[src/rtl/burst_col_pkg.sv]
// Shared definitions for the burst column address generator.
// Assumes the mode word layout: length [2:0], order [3], write override [9].
package burst_col_pkg;

    localparam int MODE_W    = 10;
    localparam int LEN_LSB   = 0;
    localparam int ORDER_BIT = 3;
    localparam int WOVR_BIT  = 9;

    typedef enum logic [2:0] {
        LEN_ONE   = 3'b000,
        LEN_TWO   = 3'b001,
        LEN_FOUR  = 3'b010,
        LEN_EIGHT = 3'b011,
        LEN_PAGE  = 3'b111
    } len_code_e;

endpackage

[src/rtl/burst_mode_dec.sv]
// Decodes the mode word and the read/write flag into a wrap mask, an order
// select and a full-page flag.
// Assumes COL_W >= 3. Reserved length codes act as one beat.
module burst_mode_dec
    import burst_col_pkg::*;
#(
    parameter int COL_W = 9
) (
    input  logic [MODE_W-1:0] mode_cfg,
    input  logic              is_write,
    output logic [COL_W-1:0]  wrap_mask,
    output logic              use_xor,
    output logic              full_page
);

    localparam logic [COL_W-1:0] MASK_1    = '0;
    localparam logic [COL_W-1:0] MASK_2    = COL_W'(1);
    localparam logic [COL_W-1:0] MASK_4    = COL_W'(3);
    localparam logic [COL_W-1:0] MASK_8    = COL_W'(7);
    localparam logic [COL_W-1:0] MASK_PAGE = '1;

    logic [2:0] len_field;
    logic       single_write;
    logic       unused_mode_bits;

    assign len_field        = mode_cfg[LEN_LSB +: 3];
    assign single_write     = mode_cfg[WOVR_BIT] & is_write;
    assign unused_mode_bits = ^mode_cfg[WOVR_BIT-1:ORDER_BIT+1];

    // Map the length code to a wrap mask; the write override wins.
    always_comb begin
        full_page = 1'b0;
        wrap_mask = MASK_1;
        if (!single_write) begin
            case (len_field)
                LEN_TWO:   wrap_mask = MASK_2;
                LEN_FOUR:  wrap_mask = MASK_4;
                LEN_EIGHT: wrap_mask = MASK_8;
                LEN_PAGE: begin
                    wrap_mask = MASK_PAGE;
                    full_page = 1'b1;
                end
                default:   wrap_mask = MASK_1;
            endcase
        end
    end

    // A full page always runs sequentially.
    always_comb use_xor = mode_cfg[ORDER_BIT] & ~full_page;

endmodule

[src/rtl/burst_beat_ctr.sv]
// Holds the burst state: the active flag, the beat index and the latched
// start column and mode. A start has priority over a stop.
// Assumes wrap_in is of the form 2**k-1.
module burst_beat_ctr #(
    parameter int COL_W = 9
) (
    input  logic             clk,
    input  logic             rst_n,
    input  logic             start,
    input  logic             stop,
    input  logic [COL_W-1:0] start_col,
    input  logic [COL_W-1:0] wrap_in,
    input  logic             xor_in,
    input  logic             page_in,
    output logic             active,
    output logic [COL_W-1:0] beat_idx,
    output logic [COL_W-1:0] base_col,
    output logic [COL_W-1:0] wrap_mask,
    output logic             use_xor,
    output logic             full_page,
    output logic             final_beat
);

    // A fixed-length burst ends when the index reaches the mask.
    always_comb final_beat = active & ~full_page & (beat_idx == wrap_mask);

    // Advance, restart or end the burst once per clock.
    always_ff @(posedge clk) begin
        if (!rst_n) begin
            active    <= 1'b0;
            beat_idx  <= '0;
            base_col  <= '0;
            wrap_mask <= '0;
            use_xor   <= 1'b0;
            full_page <= 1'b0;
        end else if (start) begin
            active    <= 1'b1;
            beat_idx  <= '0;
            base_col  <= start_col;
            wrap_mask <= wrap_in;
            use_xor   <= xor_in;
            full_page <= page_in;
        end else if (stop || final_beat) begin
            active    <= 1'b0;
        end else if (active) begin
            beat_idx  <= beat_idx + 1'b1;
        end
    end

endmodule

[src/rtl/burst_addr_map.sv]
// Forms the column address of the current beat from the base column, the
// beat index and the wrap mask. Bits above the mask keep the base value.
// Assumes the mask is contiguous from bit 0.
module burst_addr_map #(
    parameter int COL_W = 9
) (
    input  logic [COL_W-1:0] base_col,
    input  logic [COL_W-1:0] beat_idx,
    input  logic [COL_W-1:0] wrap_mask,
    input  logic             use_xor,
    output logic [COL_W-1:0] col
);

    logic [COL_W-1:0] low_seq;
    logic [COL_W-1:0] low_xor;

    // Compute both orderings inside the block and pick one.
    always_comb begin
        low_seq = (base_col + beat_idx) & wrap_mask;
        low_xor = (base_col ^ beat_idx) & wrap_mask;
        col     = (base_col & ~wrap_mask) | (use_xor ? low_xor : low_seq);
    end

endmodule

[src/rtl/burst_col_gen.sv]
// Top of the burst column address generator. It emits one column per clock
// after a start, with valid and last flags.
// Assumes inputs are synchronous to clk; the mode word is sampled with start.
module burst_col_gen
    import burst_col_pkg::*;
#(
    parameter int COL_W = 9
) (
    input  logic              clk,
    input  logic              rst_n,
    input  logic              start,
    input  logic              is_write,
    input  logic [COL_W-1:0]  start_col,
    input  logic [MODE_W-1:0] mode_cfg,
    input  logic              stop,
    output logic [COL_W-1:0]  col_out,
    output logic              col_valid,
    output logic              col_last
);

    logic [COL_W-1:0] dec_mask;
    logic             dec_xor;
    logic             dec_page;
    logic             st_active;
    logic [COL_W-1:0] st_idx;
    logic [COL_W-1:0] st_base;
    logic [COL_W-1:0] st_mask;
    logic             st_xor;
    logic             st_page;
    logic             st_final;

    burst_mode_dec #(.COL_W(COL_W)) dec_i (
        .mode_cfg  (mode_cfg),
        .is_write  (is_write),
        .wrap_mask (dec_mask),
        .use_xor   (dec_xor),
        .full_page (dec_page)
    );

    burst_beat_ctr #(.COL_W(COL_W)) ctr_i (
        .clk        (clk),
        .rst_n      (rst_n),
        .start      (start),
        .stop       (stop),
        .start_col  (start_col),
        .wrap_in    (dec_mask),
        .xor_in     (dec_xor),
        .page_in    (dec_page),
        .active     (st_active),
        .beat_idx   (st_idx),
        .base_col   (st_base),
        .wrap_mask  (st_mask),
        .use_xor    (st_xor),
        .full_page  (st_page),
        .final_beat (st_final)
    );

    burst_addr_map #(.COL_W(COL_W)) map_i (
        .base_col  (st_base),
        .beat_idx  (st_idx),
        .wrap_mask (st_mask),
        .use_xor   (st_xor),
        .col       (col_out)
    );

    // Drive the beat flags from the burst state.
    always_comb begin
        col_valid = st_active;
        col_last  = st_final;
    end

    logic unused_page;
    assign unused_page = st_page;

endmodule

[config.mk]
export PLATFORM = sky130hd
export DESIGN_NAME = burst_col_gen
export DESIGN_NICKNAME = d
export VERILOG_FILES = /design/src/rtl/burst_col_pkg.sv /design/src/rtl/burst_mode_dec.sv /design/src/rtl/burst_beat_ctr.sv /design/src/rtl/burst_addr_map.sv /design/src/rtl/burst_col_gen.sv
export SDC_FILE = /design/constraint.sdc
export NUM_CORES = 1
export LEC_CHECK = 0
export BUFFER_PORTS_ARGS = -buffer_cell sky130_fd_sc_hd__buf_2
export CORE_ASPECT_RATIO = 1.5
export CORE_MARGIN = 5
export CORE_UTILIZATION = 45
export CTS_CLUSTER_SIZE = 24
export DETAILED_ROUTE_END_ITERATION = 16
export HOLD_SLACK_MARGIN = 0.05
export MAX_ROUTING_LAYER = met4
export PLACE_DENSITY = 0.68
export SETUP_SLACK_MARGIN = 0.05
export SLEW_MARGIN = 20
export SYNTH_ARGS = -nofsm -noshare
export SYNTH_HDL_FRONTEND = slang
export SYNTH_SLANG_ARGS = --single-unit
[constraint.sdc]
create_clock -name clk -period 3.2 [get_ports clk]
set_clock_uncertainty 0.1 [all_clocks]
set_input_delay 0 -clock clk [delete_from_list [all_inputs] [get_ports clk]]
set_output_delay 0 -clock clk [all_outputs]
set_load 0.1 [all_outputs]
==> results by group <==
Min path
  – Worst Hold Path EP: ctr_i.full_page
  – Hold Crit Class: input pin to register
  – Hold depth: 5
  – Hold Crit Start: mode_cfg[9]

Finish
  – Share of layout cells above drive strength 1: 15.9%
  – Footprint of the multi-input gates: approximately 1100 um2
  – Layout net count: ~290
  – Area Growth Syn to Fin: 30.0%
  – Fillers: 333
  – Commonest non-fill, non-tap cell in the layout: buf_2
  – Register area: 500 um2
  – Most frequent cells in the layout: buf_2 (29), dlygate4sd3_1 (26), dfxtp_1 (25)
  – ANT cells: 0

Timing
  – Tcrit/Tclk final: approximately nine tenths
  – Final-report hold violation count: 0
  – Final Max Slew Viols: 0
  – Setup tns final: 0 ns
  – Max transition margin: 67.9%
  – Fmax: 0.348 GHz
  – Least-Margin Pin Slew: between 0.4 and 0.5 ns
  – RSZ-0062 raised after global routing: false
  – Final setup viols: 0
  – Min Clock Period, post-route: between 2 and 3 ns

Clocking
  – Hold Buf Count CTS: 26
  – Post-CTS sizing: 0
  – Post-CTS Setup Bufs: 0
  – Maximum root-to-sink buffer count: 2
  – Clock root buffer: clkbuf_8
  – Clk sinks: 25
  – H-tree levels: 1
  – TritonCTS Buffers: 3
  – Clk Latency, worst-skew pair: roughly 0.27 ns
  – Clk slew on worst S/H paths: 0.09 ns
  – CTS tree: done

Setup path
  – CP Launch Type: register
  – CP delay by family, top: simple AND/OR/NAND/NOR gates
  – Slowest-stage cell, CP: dfxtp_1
  – Critical path arrival: 2.77 ns
  – WS Path Type: register to output pin
  – Reg2reg end: ctr_i.beat_idx[6]
  – CP cell instances: ha_1 -> inv_1 -> fa_1 -> nor2b_1 -> o31a_1 -> o221ai_1 -> or4_1 -> nand4_1 -> buf_2
  – Reg2Reg Setup Slack: 1.22 ns
  – Crit-path max cell delay: 0.45 ns
  – WP buf/inv: 2
  – Critical Path RT: 3.10 ns
  – Max FO, Critical Path: 6
  – Critical Path Stages: 9
  – Reg2Reg Depth: 5
  – Setup crit end kind: output pin
  – Reg-to-Reg Start: ctr_i.wrap_mask[7]

Placement
  – PortBufs: 29
  – GP Congestion: 0.803
  – Hpwl dp: 2.89 mm

Synthesis
  – Register area share after synthesis: 30.5%
  – Post-synthesis async set-or-reset flop share: 0%
  – Synth cell types: 46
  – Syn Nets: 231
  – Xor and xnor fraction of the mapped netlist area: 5.34%
  – Post-synthesis mux area share: 6.17%
  – Yosys reg bits: 25
  – Post-synthesis cell area: 1640 um2
  – Synth Area in Compound Gates: slightly above 20%
  – Post-synth top flop: dfxtp_1
  – Post-synthesis simple-gate area fraction: a little over a quarter
  – Mapped Avg Cell Area: roughly 8.3 um2
  – Largest family of logic cells by synthesized area: simple AND/OR/NAND/NOR gates
  – Synthesized-area fraction occupied by adder cells: 8.08%
  – Number of synthesis warnings: 0
  – Post-Syn Instances: 197
  – Post-synth EDFFs: 0

Global routing
  – Global routing usage on met3: 2.17%
  – Tot GR Track Use: 18.4%
  – M1 GR Usage: between 20% and 30%
  – Vias in the first global route: 1668
  – GRT busiest layer: met2
  – GR met2 Demand/Resource: 31.6%
  – Initial antenna violation count: 0
  – First-pass GRT wire length: ~7.2 mm
  – Total congestion overflow: 0
  – Largest net degree at the start of global routing: 17

Drt
  – Total number of vias: 1590
  – Vias per inst: 5.41
  – DR pass1 iterations: 4
  – Total wire length: 3.99 mm
  – Routed WL per cell: 13.6 um
  – 1st-iter DRT viols: 57
  – DRC: 0
  – Antenna Violating Nets Remaining: 0

Job
  – Max-cap viol count: 0

Run status
  – Status: finished clean

Floorplan
  – Io pins: 35
  – # rows: 27
  – Die W: 59.3 um
  – Chip Height: 84.0 um
  – Die Footprint: 4980 um2
  – Initial core utilization: 45.4%
  – Core area: 3610 um2

Power
  – Sw frac: approximately 33%
  – Clock Power Share: 26.0%
  – Power, Total: 0.716 mW
  – Pint: 0.477 mW
  – Peak supply drop: 0.215 mV
  – Leakage: 0.919 nW
  – Comb power frac: a little over a quarter
  – Seq pwr share: 46.8%
  – Net Switching: 0.239 mW
  – Cell Pwr Density: roughly 340 nW/um2
how the worst max path moves through the flow:
stage | start | to | slack (ns)
floorplan | ctr_i.beat_idx[0] | col_out[4] | 0.15
global placement | ctr_i.beat_idx[0] | col_out[8] | 0.65
detailed placement | ctr_i.beat_idx[0] | col_out[8] | 0.63
CTS | ctr_i.beat_idx[0] | col_out[8] | 0.31
global route | ctr_i.beat_idx[0] | col_out[8] | 0.11
finish | ctr_i.beat_idx[0] | col_out[8] | 0.33
layer usage:
layer / part of all wire, % / vias up
li1: - / 826
met1: 45 / 732
met2: 51 / 28
met3: 2.8 / 4
met4: 1.1 / 0
met5: 0 / -
cell usage after synthesis (all sizes together) (3+ instances only):
| library cell | number | area, um2 |
|---|---|---|
| nand3 | 7 | 35.0 |
| nor4 | 3 | 18.8 |
| ha | 9 | 113 |
| o21a | 4 | 30.0 |
| mux2i | 9 | 90.1 |
| nor2b | 12 | 75.1 |
| dfxtp | 25 | 500 |
| a21oi | 13 | 65.1 |
| nand4 | 4 | 31.3 |
| xnor2 | 8 | 70.1 |
| o21ai | 11 | 58.8 |
| nor2 | 15 | 56.3 |
| a21boi | 3 | 22.5 |
| or4 | 4 | 30.0 |
| o211ai | 3 | 22.5 |
| inv | 8 | 30.0 |
| nand2 | 18 | 67.6 |
| and3 | 3 | 18.8 |
| clkbuf | 4 | 15.0 |
worst register-to-register path, stage by stage (launching register included):
cell and delay (ns):
dfxtp_1 0.63, nor3_2 0.10, a2bb2oi_2 0.26, o21ai_2 0.18, or4_1 0.52, a21oi_1 0.14
power by group through the flow:
| stage | logic (mW) | registers [mW] | clock network [mW] |
|---|---|---|---|
| after floorplan | 0.134 | 0.343 | 0 |
| after global placement | 0.170 | 0.342 | 0 |
| after detailed placement | 0.171 | 0.342 | 0 |
| after CTS | 0.195 | 0.335 | 0.191 |
| after global routing | 0.209 | 0.337 | 0.204 |
| final | 0.195 | 0.335 | 0.186 |
through the flow:
stage	setup slack (ns)	cells	cell area (um2)	util (%)	hold slack (ns)
2_1_floorplan	0.150	197	1650	-	0.0538
3_3_place_gp	0.655	264	1830	50.6	0.159
3_5_place_dp	0.629	264	1830	50.6	0.164
4_1_cts	0.314	294	2130	59.1	0.118
5_1_grt	0.112	294	2130	59.1	0.157
6_report	0.326	294	2130	59.1	0.115
logic make-up (layout without fill, tap and decap cells):
group / count (synthesis) / count (layout)
AOI/OAI and AO/OA: 49 / 49
xor gates and xnor gates: 10 / 10
adders and majority gates: 10 / 10
buffers and inverters: 13 / 67
DFF: 25 / 25
muxes: 10 / 10
and+or+nand+nor: 80 / 80
registers in the layout, summed over array words and instances (netlist names):
| name | count |
|---|---|
| ctr_i.active | 1 |
| ctr_i.full_page | 1 |
| ctr_i.wrap_mask | 4 |
| ctr_i.base_col | 9 |
| ctr_i.use_xor | 1 |
| ctr_i.beat_idx | 9 |
final cells by class:
class,count,share of cell area [%]
Timing Repair Buffer,55,19.0
Sequential cell,25,23.4
Tap cell,43,2.52
Clock buffer,4,2.11
Inverter,8,1.41
Multi-Input combinational cell,159,51.5
No activity file was read; power rests on OpenSTA's default activity.
